**src/rtl/cache_pkg.sv**
```systemverilog
package cache_pkg;
  typedef enum logic [1:0] {
    ST_IDLE = 2'd0,
    ST_WB   = 2'd1,
    ST_FILL = 2'd2
  } ctrl_state_e;
endpackage

```
**src/rtl/cache_way_match.sv**
```systemverilog
module cache_way_match #(
  parameter int WAYS  = 2,
  parameter int TAG_W = 8,
  parameter int AGE_W = 1,
  parameter int WAY_W = 1
) (
  input  logic [WAYS-1:0][TAG_W-1:0] tags,
  input  logic [WAYS-1:0]            vld,
  input  logic [WAYS-1:0][AGE_W-1:0] ages,
  input  logic [TAG_W-1:0]           tag,
  output logic                       hit,
  output logic [WAY_W-1:0]           hit_way,
  output logic [WAY_W-1:0]           victim_way
);
  logic any_inv;

  always_comb begin
    hit     = 1'b0;
    hit_way = '0;
    for (int w = 0; w < WAYS; w++) begin
      if (vld[w] && tags[w] == tag) begin
        hit     = 1'b1;
        hit_way = WAY_W'(w);
      end
    end
  end

  // lowest invalid way first, otherwise the oldest way
  always_comb begin
    any_inv    = 1'b0;
    victim_way = '0;
    for (int w = WAYS - 1; w >= 0; w--) begin
      if (!vld[w]) begin
        any_inv    = 1'b1;
        victim_way = WAY_W'(w);
      end
    end
    if (!any_inv) begin
      for (int w = 0; w < WAYS; w++) begin
        if (ages[w] == AGE_W'(WAYS - 1)) victim_way = WAY_W'(w);
      end
    end
  end
endmodule

```
**src/rtl/cache_age_update.sv**
```systemverilog
module cache_age_update #(
  parameter int WAYS  = 2,
  parameter int AGE_W = 1,
  parameter int WAY_W = 1
) (
  input  logic [WAYS-1:0][AGE_W-1:0] ages,
  input  logic [WAY_W-1:0]           way,
  output logic [WAYS-1:0][AGE_W-1:0] new_ages
);
  logic [AGE_W-1:0] old_age;

  always_comb begin
    old_age = ages[way];
    for (int w = 0; w < WAYS; w++) begin
      if (WAY_W'(w) == way)        new_ages[w] = '0;
      else if (ages[w] < old_age)  new_ages[w] = ages[w] + AGE_W'(1);
      else                         new_ages[w] = ages[w];
    end
  end
endmodule

```
**src/rtl/cache_stats.sv**
```systemverilog
module cache_stats #(
  parameter int CNT_W = 32
) (
  input  logic             clk,
  input  logic             rst,
  input  logic             acc,
  input  logic             acc_wr,
  input  logic             acc_hit,
  input  logic             wb_done,
  output logic [CNT_W-1:0] cnt_rd,
  output logic [CNT_W-1:0] cnt_wr,
  output logic [CNT_W-1:0] cnt_rd_hit,
  output logic [CNT_W-1:0] cnt_rd_miss,
  output logic [CNT_W-1:0] cnt_wr_hit,
  output logic [CNT_W-1:0] cnt_wr_miss,
  output logic [CNT_W-1:0] cnt_wb
);
  localparam logic [CNT_W-1:0] ONE = CNT_W'(1);

  always_ff @(posedge clk) begin
    if (rst) begin
      cnt_rd      <= '0;
      cnt_wr      <= '0;
      cnt_rd_hit  <= '0;
      cnt_rd_miss <= '0;
      cnt_wr_hit  <= '0;
      cnt_wr_miss <= '0;
      cnt_wb      <= '0;
    end else begin
      if (acc && !acc_wr)             cnt_rd      <= cnt_rd + ONE;
      if (acc && acc_wr)              cnt_wr      <= cnt_wr + ONE;
      if (acc && !acc_wr && acc_hit)  cnt_rd_hit  <= cnt_rd_hit + ONE;
      if (acc && !acc_wr && !acc_hit) cnt_rd_miss <= cnt_rd_miss + ONE;
      if (acc && acc_wr && acc_hit)   cnt_wr_hit  <= cnt_wr_hit + ONE;
      if (acc && acc_wr && !acc_hit)  cnt_wr_miss <= cnt_wr_miss + ONE;
      if (wb_done)                    cnt_wb      <= cnt_wb + ONE;
    end
  end
endmodule

```
**src/rtl/cache_ctrl.sv**
```systemverilog
module cache_ctrl #(
  parameter int ADDR_W = 16,
  parameter int C      = 8,
  parameter int B      = 2,
  parameter int S      = 1,
  parameter int CNT_W  = 32
) (
  input  logic              clk,
  input  logic              rst,
  input  logic              req_valid,
  input  logic              req_write,
  input  logic [ADDR_W-1:0] req_addr,
  output logic              req_ready,
  output logic              rsp_valid,
  output logic              rsp_hit,
  output logic              wb_valid,
  output logic [ADDR_W-1:0] wb_addr,
  input  logic              wb_ready,
  output logic              fill_valid,
  output logic [ADDR_W-1:0] fill_addr,
  input  logic              fill_ready,
  output logic [CNT_W-1:0]  cnt_rd,
  output logic [CNT_W-1:0]  cnt_wr,
  output logic [CNT_W-1:0]  cnt_rd_hit,
  output logic [CNT_W-1:0]  cnt_rd_miss,
  output logic [CNT_W-1:0]  cnt_wr_hit,
  output logic [CNT_W-1:0]  cnt_wr_miss,
  output logic [CNT_W-1:0]  cnt_wb,
  output logic [CNT_W-1:0]  cnt_hit,
  output logic [CNT_W-1:0]  cnt_miss
);
  import cache_pkg::*;

  localparam int WAYS   = 1 << S;
  localparam int IDX_W  = C - B - S;
  localparam int SETS   = 1 << IDX_W;
  localparam int IDXV_W = (IDX_W > 0) ? IDX_W : 1;
  localparam int TAG_W  = ADDR_W - B - IDX_W;
  localparam int WAY_W  = (S > 0) ? S : 1;
  localparam int AGE_W  = WAY_W;
  localparam logic [ADDR_W-1:0] OFF_MASK = ADDR_W'((1 << B) - 1);

  ctrl_state_e state_q;

  logic [WAYS-1:0][TAG_W-1:0] tag_q [SETS];
  logic [WAYS-1:0]            vld_q [SETS];
  logic [WAYS-1:0]            drt_q [SETS];
  logic [WAYS-1:0][AGE_W-1:0] age_q [SETS];

  logic [IDXV_W-1:0] req_set, m_set, lru_set;
  logic [TAG_W-1:0]  req_tag, m_tag, m_vtag;
  logic [WAY_W-1:0]  hit_way, victim_way, m_way, lru_way;
  logic [ADDR_W-1:0] m_addr;
  logic              m_write, hit, accept;
  logic [WAYS-1:0][AGE_W-1:0] new_ages;

  generate
    if (IDX_W == 0) begin : g_one_set
      assign req_set = '0;
    end else begin : g_many_sets
      assign req_set = req_addr[B +: IDX_W];
    end
  endgenerate
  assign req_tag = req_addr[ADDR_W-1 -: TAG_W];

  cache_way_match #(.WAYS(WAYS), .TAG_W(TAG_W), .AGE_W(AGE_W), .WAY_W(WAY_W)) u_match (
    .tags(tag_q[req_set]), .vld(vld_q[req_set]), .ages(age_q[req_set]), .tag(req_tag),
    .hit(hit), .hit_way(hit_way), .victim_way(victim_way)
  );

  assign lru_set = (state_q == ST_IDLE) ? req_set : m_set;
  assign lru_way = (state_q == ST_IDLE) ? hit_way : m_way;

  cache_age_update #(.WAYS(WAYS), .AGE_W(AGE_W), .WAY_W(WAY_W)) u_age (
    .ages(age_q[lru_set]), .way(lru_way), .new_ages(new_ages)
  );

  assign req_ready  = (state_q == ST_IDLE);
  assign accept     = req_valid && req_ready;
  assign rsp_valid  = accept;
  assign rsp_hit    = accept && hit;
  assign wb_valid   = (state_q == ST_WB);
  assign fill_valid = (state_q == ST_FILL);
  assign fill_addr  = m_addr & ~OFF_MASK;
  assign wb_addr    = {m_vtag, m_addr[ADDR_W-TAG_W-1:0]} & ~OFF_MASK;

  // tag storage: no reset, written only when a fill completes
  always_ff @(posedge clk) begin
    if (state_q == ST_FILL && fill_ready) tag_q[m_set][m_way] <= m_tag;
  end

  always_ff @(posedge clk) begin
    if (rst) begin
      state_q <= ST_IDLE;
      m_set   <= '0;
      m_tag   <= '0;
      m_vtag  <= '0;
      m_way   <= '0;
      m_addr  <= '0;
      m_write <= 1'b0;
      for (int s = 0; s < SETS; s++) begin
        vld_q[s] <= '0;
        drt_q[s] <= '0;
        for (int w = 0; w < WAYS; w++) age_q[s][w] <= AGE_W'(w);
      end
    end else begin
      case (state_q)
        ST_IDLE: begin
          if (accept && hit) begin
            age_q[req_set] <= new_ages;
            if (req_write) drt_q[req_set][hit_way] <= 1'b1;
          end else if (accept) begin
            m_set   <= req_set;
            m_tag   <= req_tag;
            m_vtag  <= tag_q[req_set][victim_way];
            m_way   <= victim_way;
            m_addr  <= req_addr;
            m_write <= req_write;
            state_q <= (vld_q[req_set][victim_way] && drt_q[req_set][victim_way])
                       ? ST_WB : ST_FILL;
          end
        end
        ST_WB: begin
          if (wb_ready) state_q <= ST_FILL;
        end
        ST_FILL: begin
          if (fill_ready) begin
            vld_q[m_set][m_way] <= 1'b1;
            drt_q[m_set][m_way] <= m_write;
            age_q[m_set]        <= new_ages;
            state_q             <= ST_IDLE;
          end
        end
        default: state_q <= ST_IDLE;
      endcase
    end
  end

  cache_stats #(.CNT_W(CNT_W)) u_stats (
    .clk(clk), .rst(rst), .acc(accept), .acc_wr(req_write), .acc_hit(hit),
    .wb_done(wb_valid && wb_ready),
    .cnt_rd(cnt_rd), .cnt_wr(cnt_wr), .cnt_rd_hit(cnt_rd_hit), .cnt_rd_miss(cnt_rd_miss),
    .cnt_wr_hit(cnt_wr_hit), .cnt_wr_miss(cnt_wr_miss), .cnt_wb(cnt_wb)
  );

  assign cnt_hit  = cnt_rd_hit + cnt_wr_hit;
  assign cnt_miss = cnt_rd_miss + cnt_wr_miss;
endmodule

```
**config.mk**
```make
export PLATFORM = sky130hd
export DESIGN_NAME = cache_ctrl
export DESIGN_NICKNAME = d
export VERILOG_FILES = /design/src/rtl/cache_pkg.sv /design/src/rtl/cache_way_match.sv /design/src/rtl/cache_age_update.sv /design/src/rtl/cache_stats.sv /design/src/rtl/cache_ctrl.sv
export SDC_FILE = /design/constraint.sdc
export NUM_CORES = 2
export LEC_CHECK = 0
export BUFFER_PORTS_ARGS = -buffer_cell sky130_fd_sc_hd__buf_2
export CELL_PAD_IN_SITES_DETAIL_PLACEMENT = 1
export CELL_PAD_IN_SITES_GLOBAL_PLACEMENT = 2
export CORE_ASPECT_RATIO = 1.2
export CORE_MARGIN = 2
export CORE_UTILIZATION = 43
export CTS_BUF_LIST = sky130_fd_sc_hd__clkbuf_4 sky130_fd_sc_hd__clkbuf_8
export DETAILED_ROUTE_END_ITERATION = 10
export PLACE_DENSITY = 0.89
export RECOVER_POWER = 50
export SETUP_SLACK_MARGIN = 0.15
export SLEW_MARGIN = 10
export SYNTH_ARGS = -nofsm -noshare
export SYNTH_HDL_FRONTEND = slang
export SYNTH_SLANG_ARGS = --single-unit
```
**constraint.sdc**
```tcl
create_clock -name clk -period 5.1 [get_ports clk]
set_input_delay 0.51 -clock clk [delete_from_list [all_inputs] [get_ports clk]]
set_output_delay 0.51 -clock clk [all_outputs]
set_load 0.05 [all_outputs]
```
==> impl_metrics.json <==
{
  "synth_most_common_cell": "edfxtp_1",
  "clockBufferDepth": 3,
  "first_pass_iters": 5,
  "cpMostUsedCell": "buf_2",
  "pwr-share-clk_pct": 42.4,
  "ys_ff_latch": 1019,
  "async_flop_share_pct": 0,
  "hold_class": "in -> reg",
  "cp_cell_sequence": "buf_2 -> or3_1 -> o22a_1 -> o221ai_1 -> o21ai_0 -> or4b_1 -> nor4_1 -> buf_4 -> o2bb2a_4 -> buf_12 -> nor2_1 -> buf_2",
  "crit_family": "simple AND/OR/NAND/NOR gates",
  "maxSlewViolCount": 852,
  "synthFlopType": "edfxtp_1",
  "finalHoldViolCount": 0,
  "final-setup-viol-count": 0,
  "grt_pass1_vias": 34400,
  "arrival_ns": 4.40,
  "synth_area_leaders": "edfxtp_1 (46%), dfxtp_1 (14%), mux4_2 (7.8%)",
  "antenna_found_initial": 6,
  "drive_above_1_share_pct": 16.2,
  "cts_tree": "done",
  "rsz0062_at_grt": "true",
  "nets": 4233,
  "grt_pass1_wl_um": 212000,
  "yosys_warnings": 0,
  "powerDensity_nw_per_um2": 327,
  "fin_worst_skew_ns": 0.0508,
  "track_usage_pct": 25.7,
  "cp-end-kind": "output port",
  "synth_top_area_share_pct": 45.9,
  "numClockSinks": 1019,
  "p_total_uw": 17300,
  "grt_max_degree": 102,
  "hpwl_um": 98400,
  "crit_buf_inv": 4,
  "worst_setup_path_start_kind": "input pin",
  "core_sq_um": 106000,
  "die_x_um": 302,
  "ant_nets": 0,
  "seqCellArea_sq_um": 27400,
  "min_period_ns": 4.91,
  "max_freq_mhz": 204,
  "drtIter0Drc": 2359,
  "worst_pin_slew_ns": 4.35,
  "cp_max_fo": 27,
  "area_delta_synth_final_pct": 15.0,
  "cts_max_level": 4,
  "max_cap_viol_count": 13,
  "row_count": 131,
  "ys_seq_area_share_pct": 59.7,
  "multi_input_area_sq_um": 17500,
  "vias": 32900,
  "switching_share_pct": 24.0,
  "avgSynthCellArea_sq_um": 12.4,
  "yosys-top-cells-count": "edfxtp_1 (703), nor2_1 (558), dfxtp_1 (316)",
  "clock_latency_ns": 0.87,
  "p_seq_share_pct": 51.7,
  "yosysTopAreaCell": "edfxtp_1",
  "violations": "capacitance limit, slew limit",
  "leakagePower_uw": 0.0185,
  "slew_headroom_pct": -190,
  "p_int_uw": 13100,
  "crit_required_ns": 4.59,
  "drt_wl_total_um": 143000,
  "overflow": 0,
  "start_util_pct": 43.3,
  "crit_slowest_cell": "buf_2",
  "p_switching_uw": 4160,
  "die_h_um": 362,
  "gp_congestion": 0.869,
  "ioPinCount": 347,
  "nFillCells": 11200,
  "combPwrFrac_pct": 5.9,
  "synth_cell_types": 80,
  "crit_type": "in -> out",
  "vias_per_cell": 5.80,
  "status": "finished, violations left",
  "die-area_sq_um": 110000,
  "cts_made_buffers": 164,
  "vdd_drop_max_uv": 266,
  "mappedNetlistArea_sq_um": 46000,
  "syn_inst": 3693,
  "post_drt_wl_per_cell_um": 25.2,
  "synth_edf_count": 703,
  "path_clk_slew_ns": 0.06,
  "io_buffers": 340,
  "drc": 0,
  "period_share_pct": 96.3,
  "tns_ns": 0,
  "clock-root-buffer": "clkbuf_8",
  "critPathMaxStageDelay_ns": 0.65
}
[cell type report]
class / instances / area share (%)
clock buffers: 241 / 5.55
clock inverters: 58 / 0.900
flip-flops and latches: 1019 / 51.9
inverters: 40 / 0.284
repair buffers: 483 / 4.89
well taps: 1396 / 3.30
diodes: 5 / 0.0237
multi-input cells: 2432 / 33.1
[state kept, by name, summed over array words and instances, names as in the netlist, 2 cells and up]
name,flops
tag_q,576
age_q,64
drt_q,64
vld_q,64
u_stats.cnt_rd,32
u_stats.cnt_rd_hit,32
u_stats.cnt_rd_miss,32
u_stats.cnt_wb,32
u_stats.cnt_wr,32
u_stats.cnt_wr_hit,32
u_stats.cnt_wr_miss,32
m_tag,9
m_vtag,9
m_set,4
state_q,2
[worst paths after layout]
kind              cells past startpoint  slack [ns]    startpoint           end
setup / recovery                     12        0.19   req_addr[5]       rsp_hit
hold / removal                        4        0.19   req_addr[9]      m_tag[2]
setup reg to reg                     12        0.86  tag_q[16][0]    state_q[0]
hold reg to reg                       2        0.47  vld_q[26][0]  vld_q[26][0]
[metrics by stage]
stage	instance area (sq um)	util, %	instances	hold slack (ns)	setup WS, ns
3_3_place_gp	49600	46.7	5354	0.440	0.333
2_1_floorplan	46000	-	3696	0.435	0.682
5_1_grt	52900	49.8	5673	0.129	0.0431
6_report	52900	49.8	5674	0.192	0.189
4_1_cts	53200	50.1	5669	0.0206	0.117
3_5_place_dp	49600	46.7	5354	0.456	0.270
[worst reg2reg max path: stages, from the launching register on]
cell and delay (ns):
edfxtp_1 0.39, mux4_2 0.47, a22oi_1 0.43, o41ai_1 0.21, or3_1 0.39, a2111oi_2 0.39, nand4_1 0.20, o2bb2a_4 0.34
buf_12 0.18, buf_4 0.25, nand2_1 0.16, o31ai_1 0.08, dlygate4sd3_1 0.63
[layer usage]
layer / track usage (%) / vias up / wire, um
met5: 0 / - / 0
met4: 11.2 / 0 / 5860
met3: 5.44 / 367 / 10300
met2: 44.2 / 1252 / 70700
met1: 30.9 / 16600 / 56100
li1: - / 14700 / -
[what timing repair did]
action	CTS	global route
pin swaps	3	4
endpoints found under the setup margin	6	8
resized for setup	13	12
endpoints found under the hold margin	12	0
setup buffers	2	0
gates cloned	0	0
hold buffers	14	0
[logic make-up (layout without fill, tap and decap cells)]
kind of cell | Yosys count | count (layout) | share of synthesized area [%]
compound gates | 529 | 529 | 7.75
fa+ha+maj | 71 | 71 | 1.97
xor+xnor | 218 | 218 | 4.15
flops | 1019 | 1019 | 59.7
simple gates | 1347 | 1347 | 13.9
mux | 263 | 263 | 10.1
other cells | 1 | 9 | 0.00816
buf+inv | 245 | 822 | 2.45
[power by group through the flow]
stage / registers [uW] / clock network [uW] / logic, uW
4_1_cts: 8930 / 7490 / 1020
5_1_grt: 8940 / 7820 / 1080
3_5_place_dp: 9100 / 0 / 1010
6_report: 8940 / 7340 / 1030
3_3_place_gp: 9100 / 0 / 978
2_1_floorplan: 9180 / 0 / 572
[layout by cell type (no fill, tap or decap), types with 107 or more instances in the layout]
master    instances
nand2_1         244
mux4_2          160
a21oi_1         107
clkbuf_8        180
clkbuf_1        278
nor2_1          556
edfxtp_1        703
dfxtp_1         310
xor2_1          109
xnor2_1         108
nand3_1         122
Note: power is estimated with default switching activity, not from simulation.
